===== src/rtl/pwm_bank.sv =====
module pwm_bank #(
  parameter int NCH = 4,
  parameter int AW  = 8,
  parameter int BW  = 32,
  parameter int PSW = 8,
  parameter int MW  = 8,
  parameter int DW  = 16
) (
  input  logic           clk,
  input  logic           rst_n,
  input  logic [AW-1:0]  addr,
  input  logic [BW-1:0]  wdata,
  input  logic           wr,
  input  logic           rd,
  output logic [BW-1:0]  rdata,
  output logic [NCH-1:0] pwm_o
);
  localparam int SLOT = 5;
  localparam int CW   = AW - SLOT;
  localparam int CMW  = (DW > MW) ? DW : MW;
  localparam logic [SLOT-1:0] O_PS   = 5'h00;
  localparam logic [SLOT-1:0] O_MOD  = 5'h04;
  localparam logic [SLOT-1:0] O_DUTY = 5'h08;
  localparam logic [SLOT-1:0] O_EN   = 5'h18;

  wire [CW-1:0]   csel = addr[AW-1:SLOT];
  wire [SLOT-1:0] off  = addr[SLOT-1:0];

  logic [BW-1:0]  rd_val [NCH];
  logic [NCH-1:0] en_q;

  for (genvar g = 0; g < NCH; g++) begin : g_ch
    wire hit    = (csel == CW'(g));
    wire w_ps   = wr & hit & (off == O_PS);
    wire w_mod  = wr & hit & (off == O_MOD);
    wire w_duty = wr & hit & (off == O_DUTY);
    wire w_en   = wr & hit & (off == O_EN);

    logic [PSW-1:0] s_ps,  a_ps,  pre;
    logic [MW-1:0]  s_mod, a_mod, step;
    logic [DW-1:0]  s_duty, a_duty;
    logic           en, pend;

    wire [MW-1:0] last    = (a_mod == '0) ? '0 : a_mod - 1'b1;
    wire          pre_end = (pre == a_ps);
    wire          per_end = pre_end && (step == last);

    always_ff @(posedge clk) begin
      if (!rst_n) begin
        s_ps <= '0; s_mod <= '0; s_duty <= '0;
        a_ps <= '0; a_mod <= '0; a_duty <= '0;
        pre <= '0; step <= '0; en <= 1'b0; pend <= 1'b0;
      end else begin
        if (w_ps)   s_ps   <= wdata[PSW-1:0];
        if (w_mod)  s_mod  <= wdata[MW-1:0];
        if (w_duty) s_duty <= wdata[DW-1:0];
        if (w_en)   en     <= wdata[0];
        if (!en) begin
          pre  <= '0;
          step <= '0;
          if (pend) begin
            a_ps <= s_ps; a_mod <= s_mod; a_duty <= s_duty;
            pend <= 1'b0;
          end
        end else if (!pre_end) begin
          pre <= pre + 1'b1;
        end else begin
          pre <= '0;
          if (!per_end) begin
            step <= step + 1'b1;
          end else begin
            step <= '0;
            if (pend) begin
              a_ps <= s_ps; a_mod <= s_mod; a_duty <= s_duty;
              pend <= 1'b0;
            end
          end
        end
        if (w_duty) pend <= 1'b1;
      end
    end

    assign en_q[g]  = en;
    assign pwm_o[g] = en && (CMW'(step) < CMW'(a_duty));

    always_comb begin
      rd_val[g] = '0;
      if (hit) begin
        case (off)
          O_PS:    rd_val[g] = BW'(s_ps);
          O_MOD:   rd_val[g] = BW'(s_mod);
          O_DUTY:  rd_val[g] = BW'(s_duty);
          O_EN:    rd_val[g] = BW'(en);
          default: rd_val[g] = '0;
        endcase
      end
    end
  end

  logic [BW-1:0] rd_mux;
  always_comb begin
    rd_mux = '0;
    for (int i = 0; i < NCH; i++) rd_mux = rd_mux | rd_val[i];
  end

  always_ff @(posedge clk) begin
    if (!rst_n)  rdata <= '0;
    else if (rd) rdata <= rd_mux;
  end
endmodule



===== config.mk =====
export PLATFORM = sky130hd
export DESIGN_NAME = pwm_bank
export DESIGN_NICKNAME = d
export VERILOG_FILES = /design/src/rtl/pwm_bank.sv
export SDC_FILE = /design/constraint.sdc
export NUM_CORES = 1
export LEC_CHECK = 0
export BUFFER_PORTS_ARGS = -buffer_cell sky130_fd_sc_hd__buf_2
export CORE_MARGIN = 2
export CORE_UTILIZATION = 66
export CTS_CLUSTER_SIZE = 40
export DETAILED_ROUTE_END_ITERATION = 7
export PLACE_DENSITY = 0.95
export SYNTH_ARGS = -nofsm -noshare
export SYNTH_HDL_FRONTEND = slang
export SYNTH_SLANG_ARGS = --single-unit
export TNS_END_PERCENT = 30

===== constraint.sdc =====
create_clock -name clk -period 4.5 [get_ports clk]
set_input_delay 0.9 -clock clk [delete_from_list [all_inputs] [get_ports clk]]
set_output_delay 0.9 -clock clk [all_outputs]
set_load 0.01 [all_outputs]

==> metrics.txt, run 1 <==
drt first pass iters=6; Yosys warning count=0; type of the worst setup path=register to register; largest fanout on the critical path=32; worst r2r path cells=10; minimum clock period=3.58 ns; Worst Skew=0.0226 ns; Slowest cell on crit path=or4_4; Hold Slack=~0.46 ns; port bufs=47; gr usage total=0.319; Critical Path Source=g_ch[3].a_mod[0]$_SDFFE_PN0P_; Worst Setup EP=g_ch[3].a_ps[3]$_SDFFE_PN0P_; fill cell count=1642; Reg2Reg Setup Slack=just over 0.9 ns; WL/cell=about 18 um; mapped cell area=between 0.015 and 0.02 mm^2; Area Overhead vs Synth=8.59%; total chip power=6.07 mW; antenna violations before repair=4; P_leak=roughly 5.9 nW; ratio of cells with drive above 1 in the final layout=0.0663; worst path required time=4.93 ns; power density over the cells=around 340 mW/mm^2; Nets=between 2000 and 2500; CTS tree=built; max incr delay on CP=between 0.5 and 0.6 ns; capturing point of the worst reg2reg path=g_ch[3].a_ps[3]$_SDFFE_PN0P_; post-CTS setup buffer count=0; Fmax=between 200 and 300 MHz; register area=0.00689 mm^2; top post-synthesis cells by area=dfxtp_1 (41%), nand2_1 (11%), mux2i_1 (9.8%); DIE HEIGHT=about 160 um; Synth cell types=~60; Num CTS Buffers=35; via/cell ratio=about 6.2; Starting Density=0.666; Startpoint Class=register; endpoints failing setup=0; Finished Layout Cells=between 2000 and 2500; Post-synth top cells=nand2_1 (509), dfxtp_1 (344), mux2i_1 (163); Multi-input gate area=about 0.009 mm^2; ANT nets after route=0; die area=roughly 0.026 mm^2; ys flop type=dfxtp_1; Synth area leader=dfxtp_1; RSZ-0062 raised after global routing=no; via count=14500; Worst setup EP type=register; Post-synth EDFFs=0; Slew Viols, Final=0; Fin Setup TNS=0 ns; post-place instance area=0.0169 mm^2; Row Count=58; routability congestion estimate=between 0.9 and 1; HP Class=register to register; Yosys reg bits=344; Post-synth ARST share=0; outcome=complete, no violations; post-detail-place hpwl=~28000 um; largest vdd supply drop=287 uV; TritonCTS Sinks=between 300 and 400; fin area=around 0.018 mm^2; grt ovf=0; Placed Cells=roughly 2300; Least-Margin Pin Slew=1.01 ns; Clk Latency, worst-skew pair=0.52 ns; crit path buf inv count=2; final wirelength=~43000 um; syn_area_per_cell=about 8.3 um^2; Stages on worst setup path=10; kind of cell adding the most delay to the critical path=simple AND/OR/NAND/NOR gates; reg-to-reg startpoint=g_ch[3].a_mod[0]$_SDFFE_PN0P_; Placeable Area=about 0.025 mm^2; Hold Vio Cnt, Final=0; period utilization=0.795; top cell type's share of synthesized area=0.414; Clock transition at path regs=about 0.060 ns; number of global-route vias before repair=approximately 14000; most common cell in the netlist=nand2_1; first-pass GRT wire length=slightly below 70000 um; clock root buffer master=clkbuf_16; CTS Hold Bufs=0; CTS-repair resized insts=0; Max clock buf depth=3; Seq/Total Area, Yosys=0.414; initial DRC count=approximately 1900; synthesized instance count=around 2000; H-tree levels=2; Worst slew margin=0.323; WP data arrival=4.00 ns; I/O pin total=80; pin count of the biggest net entering global routing=118; drt drc=0; CP Cell Sequence=inv_1, ha_1, or4b_1, and4_1, or3_1, a211o_1, or4_4, a21oi_4, buf_4, mux2i_1; max_cap viols=0; Chip Width=163 um
## cell type report
cell class	count	share of cell area
inverter	56	0.0116
multi-input combinational	1479	0.500
antenna	2	0.000277
sequential	344	0.381
timing repair buffer	65	0.0224
tap	330	0.0229
clock buffer	51	0.0569
clock inverter	11	0.00485
## logic make-up after synthesis
family / count (synthesis) / share of synthesized area
compound gates: 332 / 0.139
xor+xnor: 107 / 0.0563
mux: 163 / 0.0981
fa+ha+maj: 40 / 0.0301
buf+inv: 184 / 0.0472
flops: 344 / 0.414
simple gates: 821 / 0.215
other cells: 1 / 0.000225
## registers in the layout, summed over array words and instances (netlist names)
signal,flops
g_ch.s_duty,64
g_ch.step,32
g_ch.pend,4
g_ch.en,4
g_ch.s_mod,32
g_ch.a_mod,32
rdata,16
g_ch.a_duty,64
g_ch.pre,32
g_ch.a_ps,32
g_ch.s_ps,32
## layer usage
metal | track usage | vias to the layer above | wire length [um] | share of wire
li1 | - | 6678 | - | -
met4 | 0.132 | 2 | 1800 | 0.042
met2 | 0.532 | 775 | 20200 | 0.47
met5 | 0 | - | 13 | 0.00030
met1 | 0.405 | 6861 | 17000 | 0.39
met3 | 0.0644 | 181 | 4230 | 0.098
## worst reg2reg max path, delay by kind of cell, from the launching register on
family | cells | cell delay (ns)
simple gates | 4 | 1.62
buf+inv | 2 | 0.57
compound gates | 2 | 0.42
flops | 1 | 0.38
mux | 1 | 0.29
fa+ha+maj | 1 | 0.22
## metrics by stage
stage	util	setup slack, ns
after floorplan	-	1.38
after global placement	0.679	1.06
after detailed placement	0.679	0.950
after CTS	0.723	0.952
after global routing	0.723	0.748
final	0.723	0.924
## layout by cell type (no fill, tap or decap), drive strengths merged, types with 3 or more instances in the layout
| master | count |
|---|---|
| o21ai | 31 |
| conb | 16 |
| clkbuf | 51 |
| a21boi | 117 |
| nor3 | 18 |
| ha | 40 |
| nand2b | 13 |
| nor4 | 15 |
| o22ai | 25 |
| and3 | 17 |
| dfxtp | 344 |
| xor2 | 43 |
| buf | 65 |
| nand3 | 47 |
| nor2b | 35 |
| a22oi | 20 |
| nor2 | 106 |
| a21o | 14 |
| a21oi | 58 |
| mux2i | 163 |
| o21bai | 5 |
| clkinv | 9 |
| or3 | 7 |
| xnor2 | 64 |
| nor4b | 4 |
| a211oi | 4 |
| or4b | 7 |
| nand2 | 509 |
| and4 | 4 |
| o21a | 13 |
| a22o | 29 |
| inv | 57 |
| and2 | 5 |
| or4 | 3 |
| or2 | 7 |
| nand4 | 17 |
## worst min-delay path by stage
stage	to	start	cells after the start
4_1_cts	g_ch[1].a_duty[2]$_SDFFE_PN0P_	g_ch[1].a_duty[2]$_SDFFE_PN0P_	2
3_3_place_gp	g_ch[1].a_duty[9]$_SDFFE_PN0P_	g_ch[1].a_duty[9]$_SDFFE_PN0P_	2
2_1_floorplan	g_ch[0].a_duty[11]$_SDFFE_PN0P_	g_ch[0].a_duty[11]$_SDFFE_PN0P_	2
6_report	g_ch[1].a_duty[2]$_SDFFE_PN0P_	g_ch[1].a_duty[2]$_SDFFE_PN0P_	2
3_5_place_dp	g_ch[2].a_duty[9]$_SDFFE_PN0P_	g_ch[2].a_duty[9]$_SDFFE_PN0P_	2
5_1_grt	g_ch[2].a_duty[9]$_SDFFE_PN0P_	g_ch[2].a_duty[9]$_SDFFE_PN0P_	2
## where the power goes
group	switching [mW]	internal, mW	total, mW
clock	1.21	1.65	2.86
combinational	0.122	0.0407	0.163
sequential	0.00152	3.05	3.05
Power figures use the tool's default switching activity.
==> run 2, diff against run 1 <==
Settings changed: CORE_UTILIZATION 66 to 56, PLACE_DENSITY 0.95 to 0.88.
Clock period 4.5 ns to 3 ns, I/O delays scaled along.
==> run 2 against run 1 <==
Effect of this change: the run now ends with setup timing left; sequential share of layout area decreased by 1.7 points; clock skew grew 0.0019 ns; non-clock buffer count is 48 higher; total power increased by 58%; wire length decreased by 0.63%; die area rose by 17%; cell count is 4.5% higher; worst setup slack lost 0.95 ns; global-route usage shrank 4.9 points; critical path type unchanged; critical endpoint is now g_ch[3].a_duty[1]$_SDFFE_PN0P_; highest routed layer unchanged.
==> metrics.txt, run 2 (synthesis results as in run 1) <==
antenna violations before repair=2; crit path buf inv count=3; violated checks=setup timing; Clk Latency, worst-skew pair=0.53 ns; type of the worst setup path=register to register; port bufs=47; Top Registers=g_ch.a_duty x64, g_ch.s_duty x64; endpoints failing setup=9; CTS tree=built; Nets=2113; sequential fraction of design power=0.477; clock root buffer master=clkbuf_16; Worst slew margin=0.409; most frequent cells in the layout=nand2_1 (509), dfxtp_1 (338), mux2i_1 (159); DIE HEIGHT=~180 um; TritonCTS Sinks=between 300 and 400; outcome=finished with violations; drt drc=0; Least-Margin Pin Slew=0.879 ns; Worst setup EP type=register; minimum clock period=around 3 ns; ratio of cells with drive above 1 in the final layout=0.103; pin count of the biggest net entering global routing=95; final wirelength=43000 um; HP Class=input port to register; internal power=approximately 7.6 mW; Psw=2.02 mW; drt first pass iters=6; Critical Path Source=g_ch[3].a_mod[1]$_SDFFE_PN0P_; power density over the cells=around 510 mW/mm^2; worst path required time=3.45 ns; via count=approximately 14000; I/O pin total=80; Min-Delay Startpoint=wdata[13]; Area Overhead vs Synth=13.8%; max incr delay on CP=about 0.5 ns; Slowest cell on crit path=or4_4; commonest non-fill, non-tap cell in the layout=nand2_1; first-pass GRT wire length=around 70000 um; Hold Slack=~0.38 ns; Starting Density=0.566; routability congestion estimate=0.935; WL/cell=17.6 um; Row Count=63; ANT nets after route=0; Startpoint Class=register; largest fanout on the critical path=8; Slew Viols, Final=0; clock network fraction of total power=0.496; initial DRC count=around 1500; number of global-route vias before repair=roughly 14000; post-detail-place hpwl=~30000 um; largest vdd supply drop=between 400 and 500 uV; final worst slack=-0.0297 ns; Clock transition at path regs=roughly 0.070 ns; switching share of total power=0.211; P_leak=a little over 6 nW; Gate power share=0.026; WP data arrival=about 3.5 ns; Placeable Area=between 0.02 and 0.03 mm^2; Chip Width=176 um; CP Cell Sequence=inv_2, ha_4, or4b_4, and4_1, or3_1, a211o_1, or4_4, a21oi_4, buf_6, buf_12, mux2i_1; Max clock buf depth=3; max_cap viols=0; RSZ-0062 raised after global routing=yes; gr usage total=0.270; Finished Layout Cells=2444; via/cell ratio=5.86; Hold Vio Cnt, Final=0; grt ovf=0; Num CTS Buffers=35; die area=0.0311 mm^2; reg-to-reg startpoint=g_ch[3].a_mod[1]$_SDFFE_PN0P_; period utilization=1.01; CTS Hold Bufs=0; Fmax=roughly 330 MHz; Worst Skew=between 0.02 and 0.025 ns; Placed Cells=around 2400; kind of cell adding the most delay to the critical path=simple AND/OR/NAND/NOR gates; H-tree levels=2
## run 2: changes by cell type in the layout (fill, tap and decap cells not counted), sizes merged
cell	previous run	this run
buf	65	112
bufinv	1	7
clkinvlp	0	2
diode	2	1
clkbuf	51	46
clkinv	9	6
## run 2: area by class of cell
type	count	area, um^2
fillers	2213	10500
well taps	390	488
multi-input cells	1479	9130
inverters	56	210
diodes	1	2.50
flip-flops and latches	344	6900
clock inverters	16	268
repair buffers	113	943
clock buffers	45	983
## run 2: final timing paths
path                                                   endpoint  slack (ns)  depth (start not counted)
worst max-delay path             g_ch[3].a_duty[1]$_SDFFE_PN0P_       -0.03                         11
worst min-delay path            g_ch[0].s_duty[13]$_SDFFE_PN0P_        0.38                          3
worst max register to register   g_ch[3].a_duty[1]$_SDFFE_PN0P_       -0.03                         11
worst min register to register   g_ch[0].a_duty[3]$_SDFFE_PN0P_        0.46                          2
## run 2: power groups by stage
stage          clock [mW]  combinational, mW  sequential (mW)
3_5_place_dp            0              0.240             4.67
2_1_floorplan           0              0.169             4.67
3_3_place_gp            0              0.238             4.67
6_report             4.75              0.252             4.57
4_1_cts              4.78              0.242             4.57
5_1_grt              4.98              0.264             4.57
## run 2: through the flow
| stage | power [mW] | utilization | worst slack [ns] | instance area, um^2 | setup TNS, ns |
|---|---|---|---|---|---|
| after floorplan | 4.84 | - | 0.00940 | 16700 | 0 |
| after global placement | 4.91 | 0.592 | 0.0217 | 17400 | 0 |
| after detailed placement | 4.91 | 0.592 | -0.0560 | 17400 | -0.838 |
| after CTS | 9.59 | 0.640 | -0.0136 | 18800 | -0.0336 |
| after global routing | 9.81 | 0.644 | -0.107 | 18900 | -2.05 |
| final | 9.57 | 0.644 | -0.0297 | 18900 | -0.112 |
## run 2: repair_timing
action | CTS | global route
resized for setup | 16 | 17
pin swaps | 8 | 5
cloned | 2 | 1
buffers inserted | 5 | 2
endpoints found under the setup margin | 36 | 122
## run 2: tightest hold or removal path, delay by kind of cell
family | cells | cell delay, ns
buffers and inverters | 1 | 0.14
AND/OR/NAND/NOR | 1 | 0.06
AO/OA/AOI/OAI | 1 | 0.06
## run 2: routing by layer
layer  routed length [um]  GRT usage  up-vias
met3                 3640     0.0540      125
met4                 1500      0.111        2
met1                17400      0.337     6856
li1                     -          -     6786
met5                   13          0        -
met2                20400      0.458      550
==> run 3, diff against run 2 <==
--- a/config.mk
+++ b/config.mk
@@ -8,8 +8,8 @@
 export BUFFER_PORTS_ARGS = -buffer_cell sky130_fd_sc_hd__buf_2
 export CORE_MARGIN = 2
-export CORE_UTILIZATION = 56
+export CORE_UTILIZATION = 62
 export CTS_CLUSTER_SIZE = 40
 export DETAILED_ROUTE_END_ITERATION = 7
-export PLACE_DENSITY = 0.88
+export PLACE_DENSITY = 0.91
 export SYNTH_ARGS = -nofsm -noshare
 export SYNTH_HDL_FRONTEND = slang
==> constraint.sdc (replaced) <==
create_clock -name clk -period 3.3 [get_ports clk]
set_input_delay 0.165 -clock clk [delete_from_list [all_inputs] [get_ports clk]]
set_output_delay 0.165 -clock clk [all_outputs]
set_load 0.01 [all_outputs]
==> run 3 against run 2 <==
Effect of this change: the run still ends with setup timing left; clock skew rose by 0.0031 ns; first-iteration DRC count is 0.20% lower; final area shrank 2.2%; hold slack lost 0.32 ns; die area down 9.5%; via count rose by 1.7%; clock power fell by 9.9%; sequential power shrank 9.0%; cell count fell by 3.1%; utilization is 6.3 points higher; wire length up 2.0%.
==> metrics.txt, run 3 (synthesis results as in run 1) <==
Row Count=59; type of the worst setup path=register to register; H-tree levels=2; most frequent cells in the layout=nand2_1 (509), dfxtp_1 (344), mux2i_1 (163); drt drc=0; Num CTS Buffers=36; worst path required time=around 3.8 ns; drt first pass iters=8; Fmax=just over 300 MHz; initial DRC count=1515; endpoints failing setup=1; ratio of cells with drive above 1 in the final layout=0.0773; final wirelength=between 40000 and 50000 um; commonest non-fill, non-tap cell in the layout=nand2_1; kind of cell adding the most delay to the critical path=simple AND/OR/NAND/NOR gates; Finished Layout Cells=~2400; Chip Width=between 150 and 200 um; Placeable Area=around 0.026 mm^2; Max clock buf depth=3; minimum clock period=between 3 and 4 ns; CP Cell Sequence=inv_1, ha_2, or4b_4, and4_1, or3_1, a211o_1, or4_4, a21oi_4, buf_12, clkbuf_16, mux2i_1; I/O pin total=80; post-detail-place hpwl=between 20000 and 30000 um; WP data arrival=3.75 ns; largest fanout on the critical path=8; Startpoint Class=register; die area=about 0.028 mm^2; routability congestion estimate=around 0.95; Worst setup EP type=register; Slowest cell on crit path=or4_4; TritonCTS Sinks=approximately 340; Hold Slack=between 0.06 and 0.07 ns; fin area=about 0.019 mm^2; DIE HEIGHT=about 170 um; via count=14600; Worst Skew=between 0.02 and 0.03 ns; final worst slack=-0.00386 ns; Least-Margin Pin Slew=0.949 ns; ANT nets after route=0; clock root buffer master=clkbuf_16; first-pass GRT wire length=~70000 um; max_cap viols=0; pre-CTS setup slack=around 0.11 ns; post-place instance area=0.0171 mm^2; Nets=2087; WL/cell=18.5 um; P_leak=between 6 and 7 nW; port bufs=47; Clock transition at path regs=approximately 0.06 ns; Slew Viols, Final=0; largest vdd supply drop=about 380 uV; outcome=finished with violations; grt ovf=0; via/cell ratio=~6.1; number of global-route vias before repair=between 10000 and 15000; HP Class=input port to register; crit path buf inv count=3; Top Registers=g_ch.a_duty x64, g_ch.s_duty x64; power density over the cells=approximately 470 mW/mm^2; pin count of the biggest net entering global routing=between 100 and 150; Worst slew margin=0.362; Starting Density=0.635; Placed Cells=between 2000 and 2500; gr usage total=0.303; Area Overhead vs Synth=11.3%; Fin Setup TNS=-0.00386 ns; period utilization=1.00; max incr delay on CP=around 0.53 ns; fill cell count=roughly 1800; CTS tree=built; Clk Latency, worst-skew pair=between 0.5 and 0.6 ns; violated checks=setup timing; Hold Vio Cnt, Final=0; antenna violations before repair=3
-- run 3: worst paths after layout --
path	startpoint	slack (ns)	to	cells past startpoint
max	g_ch[3].a_mod[1]$_SDFFE_PN0P_	-0.004	g_ch[3].a_duty[14]$_SDFFE_PN0P_	11
min	wdata[3]	0.06	g_ch[2].s_mod[3]$_SDFFE_PN0P_	3
min reg2reg	g_ch[3].a_duty[8]$_SDFFE_PN0P_	0.46	g_ch[3].a_duty[8]$_SDFFE_PN0P_	2
max reg2reg	g_ch[3].a_mod[1]$_SDFFE_PN0P_	-0.004	g_ch[3].a_duty[14]$_SDFFE_PN0P_	11
-- run 3: worst min-delay path, stage by stage --
cell,delay (ns)
buf_2,0.22
nand2_1,0.09
a21boi_0,0.07
-- run 3: layout make-up --
cell class	count	area, um^2	area share
sequential	344	6890	0.372
timing repair buffer	86	681	0.0368
tap	335	419	0.0226
clock inverter	12	156	0.00845
multi-input combinational	1479	9040	0.488
antenna	3	7.51	0.000406
clock buffer	54	1110	0.0600
inverter	56	210	0.0114
-- run 3: metrics by stage --
step | utilization | power, mW
2_1_floorplan | - | 4.40
3_3_place_gp | 0.651 | 4.45
3_5_place_dp | 0.651 | 4.46
4_1_cts | 0.703 | 8.67
5_1_grt | 0.706 | 8.87
6_report | 0.706 | 8.66
-- run 3: what timing repair did --
action | 4_1_cts | 5_1_grt
resized for setup | 0 | 3
setup buffers | 0 | 1
setup endpoints to repair | 0 | 33
hold buffers | 8 | 0
endpoints found under the hold margin | 32 | 0
-- run 3: power breakdown --
| part | switching, mW | total [mW] | internal, mW |
|---|---|---|---|
| combinational | 0.168 | 0.230 | 0.0614 |
| sequential | 0.00216 | 4.16 | 4.15 |
| clock | 1.70 | 4.28 | 2.58 |
| total | 1.87 | 8.66 | 6.79 |
-- run 3: layer usage --
layer	GRT usage	part of all wire
met5	0	0
met4	0.141	0.048
met3	0.0529	0.087
met2	0.505	0.47
met1	0.383	0.40
